--- config.mk ---
export PLATFORM = sky130hd
export DESIGN_NAME = i2c_rx_cmd_seq
export DESIGN_NICKNAME = d
export VERILOG_FILES = /design/src/rtl/i2c_rx_cmd_seq.sv
export SDC_FILE = /design/constraint.sdc
export NUM_CORES = 1
export LEC_CHECK = 0
export BUFFER_PORTS_ARGS = -buffer_cell sky130_fd_sc_hd__buf_2
export CORE_MARGIN = 4
export CORE_UTILIZATION = 54
export CTS_BUF_LIST = sky130_fd_sc_hd__clkbuf_4 sky130_fd_sc_hd__clkbuf_8
export CTS_CLUSTER_SIZE = 16
export DETAILED_ROUTE_END_ITERATION = 12
export PLACE_DENSITY = 0.71
export RECOVER_POWER = 50
export SLEW_MARGIN = 40
export SYNTH_ARGS = -nofsm -noshare
export SYNTH_HDL_FRONTEND = slang
export SYNTH_SLANG_ARGS = --single-unit
--- constraint.sdc ---
create_clock -name clk -period 5.14 [get_ports clk]
set_clock_uncertainty 0.2 [all_clocks]
set_input_delay 0.257 -clock clk [delete_from_list [all_inputs] [get_ports clk]]
set_output_delay 0.257 -clock clk [all_outputs]
set_load 0.02 [all_outputs]
--- src/rtl/i2c_rx_cmd_seq.sv ---
module i2c_rx_cmd_seq #(
  parameter int CMD_DEPTH = 4,
  parameter int RX_DEPTH  = 4
) (
  input  logic        clk,
  input  logic        rst_n,
  input  logic        tick,
  input  logic        cmd_wr,
  input  logic [10:0] cmd_data,
  input  logic        sda_in,
  input  logic        rx_rd,
  output logic        scl_out,
  output logic        sda_low,
  output logic [7:0]  rx_data,
  output logic        rx_empty,
  output logic        rx_full,
  output logic        cmd_full,
  output logic        busy,
  output logic        err_code,
  output logic        err_ovf
);
  localparam int CAW = $clog2(CMD_DEPTH);
  localparam int RAW = $clog2(RX_DEPTH);
  localparam logic [2:0] OP_TX = 3'b000, OP_RX = 3'b001, OP_STOP = 3'b010, OP_START = 3'b100;

  typedef enum logic [2:0] {S_IDLE, S_WAIT, S_RS, S_START, S_BIT, S_STOP0, S_STOP1} st_t;

  // command FIFO
  logic [10:0]  cmem [CMD_DEPTH];
  logic [CAW:0] cwp, crp;
  logic         cmd_empty, cmd_pop;
  logic [10:0]  head;
  logic [2:0]   head_op;

  assign cmd_empty = (cwp == crp);
  assign cmd_full  = (cwp[CAW] != crp[CAW]) && (cwp[CAW-1:0] == crp[CAW-1:0]);
  assign head      = cmem[crp[CAW-1:0]];
  assign head_op   = head[10:8];

  always_ff @(posedge clk) begin
    if (!rst_n) begin
      cwp <= '0;
      crp <= '0;
    end else begin
      if (cmd_wr && !cmd_full) begin
        cmem[cwp[CAW-1:0]] <= cmd_data;
        cwp <= cwp + 1'b1;
      end
      if (cmd_pop) crp <= crp + 1'b1;
    end
  end

  // receive FIFO
  logic [7:0]   rmem [RX_DEPTH];
  logic [RAW:0] rwp, rrp;
  logic         rx_push;
  logic [7:0]   rx_byte;

  assign rx_empty = (rwp == rrp);
  assign rx_full  = (rwp[RAW] != rrp[RAW]) && (rwp[RAW-1:0] == rrp[RAW-1:0]);
  assign rx_data  = rmem[rrp[RAW-1:0]];

  always_ff @(posedge clk) begin
    if (!rst_n) begin
      rwp <= '0;
      rrp <= '0;
    end else begin
      if (rx_push && !rx_full) begin
        rmem[rwp[RAW-1:0]] <= rx_byte;
        rwp <= rwp + 1'b1;
      end
      if (rx_rd && !rx_empty) rrp <= rrp + 1'b1;
    end
  end

  // sequencer
  st_t        st;
  logic       phase, rxm, ack_r;
  logic [3:0] bitc;
  logic [7:0] cnt, shreg;
  logic       launch, decide, merge, adv;

  assign launch  = tick && !cmd_empty && (st == S_IDLE || st == S_WAIT);
  assign decide  = tick && st == S_BIT && rxm && phase && bitc == 4'd7 && cnt == 8'd0;
  assign merge   = decide && !cmd_empty && head_op == OP_RX;
  assign cmd_pop = launch || merge;
  assign adv     = !(st == S_BIT && rxm && bitc == 4'd0 && !phase && rx_full);
  assign rx_push = tick && st == S_BIT && rxm && phase && bitc == 4'd7;
  assign rx_byte = {shreg[6:0], sda_in};
  assign busy    = (st != S_IDLE);

  assign scl_out = (st == S_IDLE) || (st == S_RS) || (st == S_START) || (st == S_STOP1) ||
                   (st == S_BIT && phase);
  assign sda_low = (st == S_START) || (st == S_STOP0) || (st == S_STOP1) ||
                   (st == S_BIT && (rxm ? (bitc == 4'd8 && ack_r) : (bitc < 4'd8 && !shreg[7])));

  always_ff @(posedge clk) begin
    if (!rst_n) begin
      st       <= S_IDLE;
      phase    <= 1'b0;
      rxm      <= 1'b0;
      ack_r    <= 1'b0;
      bitc     <= '0;
      cnt      <= '0;
      shreg    <= '0;
      err_code <= 1'b0;
      err_ovf  <= 1'b0;
    end else begin
      if (cmd_wr && cmd_full) err_ovf <= 1'b1;
      if (tick) begin
        case (st)
          S_IDLE, S_WAIT: if (!cmd_empty) begin
            bitc  <= '0;
            phase <= 1'b0;
            case (head_op)
              OP_RX:    begin st <= S_BIT; rxm <= 1'b1; cnt <= head[7:0]; end
              OP_TX:    begin st <= S_BIT; rxm <= 1'b0; shreg <= head[7:0]; end
              OP_STOP:  st <= S_STOP0;
              OP_START: begin st <= (st == S_IDLE) ? S_START : S_RS; rxm <= 1'b0; shreg <= head[7:0]; end
              default:  err_code <= 1'b1;
            endcase
          end
          S_RS:    st <= S_START;
          S_START: begin st <= S_BIT; bitc <= '0; phase <= 1'b0; end
          S_BIT: if (adv) begin
            if (!phase) phase <= 1'b1;
            else begin
              phase <= 1'b0;
              if (bitc < 4'd8) begin
                bitc  <= bitc + 4'd1;
                shreg <= rxm ? rx_byte : {shreg[6:0], 1'b0};
                if (rxm && bitc == 4'd7) begin
                  ack_r <= (cnt != 8'd0) || merge;
                  if (cnt != 8'd0) cnt <= cnt - 8'd1;
                  else if (merge) cnt <= head[7:0];
                end
              end else begin
                bitc <= '0;
                if (!(rxm && ack_r)) st <= S_WAIT;
              end
            end
          end
          S_STOP0: st <= S_STOP1;
          S_STOP1: st <= S_IDLE;
          default: st <= S_IDLE;
        endcase
      end
    end
  end

  a_r12_sda_stable: assert property (@(posedge clk) disable iff (!rst_n)
    (st == S_BIT && phase && $past(st == S_BIT)) |-> $stable(sda_low));
  a_r6_stall_scl_low: assert property (@(posedge clk) disable iff (!rst_n)
    (st == S_BIT && rxm && bitc == 4'd0 && !phase && rx_full) |=> !scl_out);
  a_r6_no_lost_byte: assert property (@(posedge clk) disable iff (!rst_n)
    rx_push |-> !rx_full);
  a_r9_code_sticky: assert property (@(posedge clk) disable iff (!rst_n)
    err_code |=> err_code);
  a_r10_ovf_flag: assert property (@(posedge clk) disable iff (!rst_n)
    (cmd_wr && cmd_full) |=> err_ovf);
endmodule

### After elaboration in Yosys (flattened, before gate mapping)

Memories as Yosys holds them, arrays and structs flattened. A register that Yosys moved wholly into a read port is not among the register bits.
Index checks and enable logic that the tools add are counted.

| storage, ports and cells | value |
|---|---|
| bits in registers | 40 |
| memory bits (writable) | 76 |
| input bits | 17 |
| output and inout port bits | 16 |
| memories kept | 2 |

| operators by class | value |
|---|---|
| add/sub/neg operators | 6 |
| order comparisons | 1 |
| eq/ne operators | 28 |
| muxes and demuxes | 45 |
| bitwise operators | 3 |
| reductions and logical operators | 62 |

Memory list:

| memory | depth | width | rd ports | clocked after memory_dff | wr ports | RTL line | text |
|---|---|---|---|---|---|---|---|
| cmem | 4 | 11 | 1 | 1 | 1 | 29 | `logic [10:0] cmem [CMD_DEPTH];` |
| rmem | 4 | 8 | 1 | 1 | 1 | 54 | `logic [7:0] rmem [RX_DEPTH];` |

Operator list:

| kind | count |
|---|---|
| 8-bit two-way mux | 13 |
| 8-bit one-hot mux with 2 select lines | 2 |
| 1-bit logical AND | 25 |
| 4-bit two-way mux | 4 |
| 3-bit two-way mux | 5 |
| 3-bit one-hot mux with 5 select lines | 1 |
| 2-bit inequality test (second input constant) | 7 |
| 7-bit AND reduction | 2 |
| 3-bit by 1-bit adder with 3-bit output (second input constant) | 4 |
| 3-bit == test (second input constant) | 4 |
| 1-bit two-way mux | 12 |
| 4-bit one-hot mux with 3 select lines | 1 |
| 4-bit AND reduction | 3 |
| 1-bit logical OR | 10 |
| 3-bit by 2-bit == test with 1-bit output (second input constant) | 3 |
| 3-bit one-hot mux with 3 select lines | 1 |
| 9-bit AND reduction | 1 |
| 8-bit logical NOT | 1 |
| 2-bit two-way mux | 4 |
| 8-bit nonzero test | 1 |
| 8-bit by 1-bit subtractor with 8-bit output (second input constant) | 1 |
| 3-bit by 1-bit == test with 1-bit output (second input constant) | 2 |
| 3-bit == test | 2 |
| 1-bit logical NOT | 6 |
| 20 further kinds | 30 |

### Logic depth before layout (Yosys ltp)

| logic depth | value |
|---|---|
| word-level depth | 15 |
| gate-level depth with buffers | 8 |
| mapped depth without buffers | 7 |

### Worst setup path before layout

OpenSTA, ideal clock, no wires.

| timing | value |
|---|---|
| kind | reg2reg |
| from | register with a tool-made name |
| to | register cnt[2] |
| data arrival time | 2.532 ns |
| data required time | 4.852 ns |
| setup slack | 2.319 ns |
| stages on the path, launching flop included | 8 |
| buffers on the path | 2 |
| period minus slack after synthesis | 2.821 ns |
| cell sequence | dfxtp_1 -> buf_6 -> mux4_2 -> or3b_4 -> o311a_4 -> or3_1 -> buf_6 -> o32ai_2 |

RTL lines:

| what | RTL line | text |
|---|---|---|
| end signal, assigned | 134 | `if (cnt != 8'd0) cnt <= cnt - 8'd1;` |
| end signal, assigned | 135 | `else if (merge) cnt <= head[7:0];` |
| end, declared | 80 | `logic [7:0] cnt, shreg;` |

### Worst setup path after layout

| timing | value |
|---|---|
| from | register st[2] |
| to | register cnt[7] |

| between the ends | value |
|---|---|
| cells in the longest elaborated chain, start to end | 10 |
| elaborated cells between the ends (all ways) | 25 |
| classes of those cells | eq/ne (9); mux (1); reduce/logical (15) |

RTL lines:

| what | RTL line | text |
|---|---|---|
| start, declared | 77 | `st_t st;` |
| start signal, assigned | 99 | `st <= S_IDLE;` |
| start signal, assigned | 116 | `OP_RX: begin st <= S_BIT; rxm <= 1'b1; cnt <= head[7:0]; end` |
| start signal, assigned | 117 | `OP_TX: begin st <= S_BIT; rxm <= 1'b0; shreg <= head[7:0]; end` |
| 3-bit == test | 84, 87, 111 |  |
| 1-bit logical AND (5 in a row) | 84 | `assign decide = tick && st == S_BIT && rxm && phase && bitc == 4'd7 && cnt == 8'd0;` |
| 1-bit logical AND (2 in a row) | 85 | `assign merge = decide && !cmd_empty && head_op == OP_RX;` |
| 3-bit by 2-bit inequality test with 1-bit output (no line) | -- |  |
| 9-bit AND reduction (no line) | -- |  |

Parallel ways exist; a longest one is shown, timed or not.
A chain may end at the register's enable or synchronous reset.

==> out/qor.csv <==
metric,value,unit
status,completed,
synth_compound_area_share,12.3,%
hp-class,input port to flop,
hold_start,tick,
fin_tns_setup,0,ns
die-area,11900,um2
cp_num_buf_inv,1,
cts.sinks,120,
antennaDiodeCount,0,
rsz0062_at_grt,no,
seqPwrFrac,45.4,%
io_pins,33,
fin_util,63.1,%
core_area,9860,um2
multiInputGateArea,2140,um2
die_x,109,um
startpoint_type,flop,
slowest_delay,0.70,ns
crit_family,simple AND/OR/NAND/NOR gates,
syn_area,5510,um2
ys_types,73,
cts_root_buf,clkbuf_8,
start_util,55.9,%
drt_pass1_iterations,5,
syn-num-nets,451,
peakVddDrop,0.278,mV
cp.required,5.27,ns
path_class,flop to flop,
async_flop_share,0,%
finalCriticalPeriod,3.53,ns
slowest_stage,clkbuf_1,
synth_warnings,0,
comb_power_share,22.5,%
worst_pin_slew,0.903,ns
crit_chain,nor3b_2 > clkbuf_1 > nand4_1 > o311a_4 > or3_1 > o32ai_2,
ctsResizeCount,0,
syn_avg_cell_area,13.1,um2
cts_buffers,17,
ys_ff_latch,120,
cts.path.max_buffers,2,
drv_slew,0,
nNetsFinal,499,
switching_share,31.6,%
drive_gt1_share,16.4,%
antenna_found_initial,0,
slew_headroom,39.8,%
synthTopCellsByCount,"edfxtp_1, dfxtp_1, nand2_1",
gr-usage-all-layers,19.2,%
fmax,0.283,GHz
die_h,109,um
drc,0,
power_frac_clock,32.1,%
r2r_cells,6,
r2r-end,cnt[7],
wirelength,10.4,mm
cp_max_fo,18,
synth_top_area_share,41.4,%
ff_latch_area,3160,um2
min_to,st[0],
ctsHtreeMaxLevel,4,
p_leak,2.16,nW
r2r-start,st[2],
worstHoldPathCells,5,
hold_viol,0,
place.gp.congestion,0.863,
cts.reportedPaths.clkPinSlew,0.07,ns
post_drt_via_cell_ratio,5.71,
total_power,0.00258,W
grt_max_degree,33,
reg2reg_setup_slack,1.61,ns
arrival,3.66,ns
finalCritPeriodShare,68.7,%
yosysMostFrequentCell,edfxtp_1,
synth.area.top_cells,"edfxtp_1, dfxtp_1, mux4_1, mux4_2, ha_1",
yosysSeqAreaShare,57.4,%
vias,3514,
netlist_instances,421,
drtAntennaViolNets,0,
synth_top_family_by_area,compound AO/OA/AOI/OAI gates,
cp-end-kind,flop,
p_sw,0.000814,W
worstSkewPairLatency,0.43,ns
power.internal,0.00177,W
synthAdderAreaFrac,3.13,%
power.density,415,nW/um2
fill_cells,770,
maxCapViolations,0,
muxShareOfSynthArea,9.28,%
post_drt_wl_per_cell,16.9,um
grt_pass1_vias,3475,
synth_edf_count,76,
setup_viol,0,
synthFlopType,edfxtp_1,
synthSimpleGateAreaFrac,11.6,%
area_growth,12.9,%
cts_tree,done,
portBuffers,32,
drt_iter0_drc,234,
synthXorXnorAreaFrac,2.54,%
rows,36,
grt.overflow.total,0,
grt_first_pass_wirelength,17.4,mm
dpl.hpwl,6.97,mm
synth_top_area_cell,edfxtp_1,
[per-stage QoR]
stage / hold WS (ns) / setup slack, ns / cell area [um2] / cells
finish: 0.117 / 1.61 / 6220 / 615
floorplan: 0.156 / 2.32 / 5510 / 421
CTS: 0.0837 / 1.70 / 6250 / 615
global placement: 0.242 / 1.83 / 5720 / 569
detailed placement: 0.260 / 1.71 / 5720 / 569
global route: 0.133 / 1.46 / 6220 / 615
[sequential cells by signal, indices dropped and copies added, names as in the netlist, 3 cells and up, named ones only]
name,cells
rrp,3
shreg,8
rmem,32
st,3
cmem,44
rwp,3
crp,3
cnt,8
bitc,4
cwp,3
[what timing repair did]
item,in CTS,in global routing
hold endpoints to repair,50,0
buffers inserted,0,0
hold buffers,14,0
[cells by family (layout without fill, tap and decap cells)]
group | after synthesis | count (layout)
xor gates and xnor gates | 16 | 16
adders and majority gates | 14 | 14
and+or+nand+nor | 125 | 125
AOI/OAI and AO/OA | 85 | 85
muxes | 24 | 24
buffers and inverters | 37 | 98
DFF | 120 | 120
[worst reg2reg max path, cell delays in order (launching register included)]
cell and delay (ns):
dfxtp_1 0.66, nor3b_2 0.25, clkbuf_1 0.70, nand4_1 0.28, o311a_4 0.46, or3_1 0.57, o32ai_2 0.32
[layout make-up]
cell class,instances,area share (%)
clock buffer,18,3.88
clock inverter,14,2.41
inverter,17,1.03
multi-input combinational,264,34.4
sequential,120,50.8
tap,133,2.67
timing repair buffer,49,4.73
[placed cells by master (no fill, tap or decap), types with 5 or more instances in the layout]
master / count
edfxtp_1: 76
dfxtp_1: 44
nand2_1: 41
nor2_1: 26
a21oi_1: 21
clkbuf_1: 21
clkbuf_8: 17
inv_1: 16
dlygate4sd3_1: 14
ha_1: 13
buf_2: 12
mux4_2: 10
xor2_1: 9
and3_1: 9
mux4_1: 9
nor3_1: 8
a21o_1: 8
xnor2_1: 7
nand3_1: 7
o21ai_0: 7
nand2b_1: 5
mux2i_1: 5
clkinv_4: 5
[metal layers]
| layer | routed length, um | global-route usage (%) | vias up |
|---|---|---|---|
| met5 | 0 | 0 | - |
| met4 | 111 | 6.40 | 0 |
| met3 | 372 | 4.32 | 13 |
| met2 | 5300 | 33.2 | 77 |
| met1 | 4610 | 23.8 | 1704 |
| li1 | - | - | 1720 |
[power by group through the flow]
stage | Clock [W] | Sequential, W | Combinational (W)
6_report | 0.000828 | 0.00117 | 0.000579
5_1_grt | 0.000894 | 0.00118 | 0.000634
4_1_cts | 0.000840 | 0.00117 | 0.000585
3_5_place_dp | 0 | 0.00119 | 0.000574
3_3_place_gp | 0 | 0.00119 | 0.000561
2_1_floorplan | 0 | 0.00114 | 0.000490
[how the worst max path moves through the flow]
stage,startpoint,end,slack [ns],cells after the start
floorplan,flop,cnt[2],2.32,7
global placement,st[2],cnt[6],1.83,5
detailed placement,st[2],cnt[4],1.71,5
CTS,st[2],cnt[4],1.70,5
global route,st[2],cnt[2],1.46,6
finish,st[2],cnt[7],1.61,6
No activity file was read; power rests on OpenSTA's default activity.
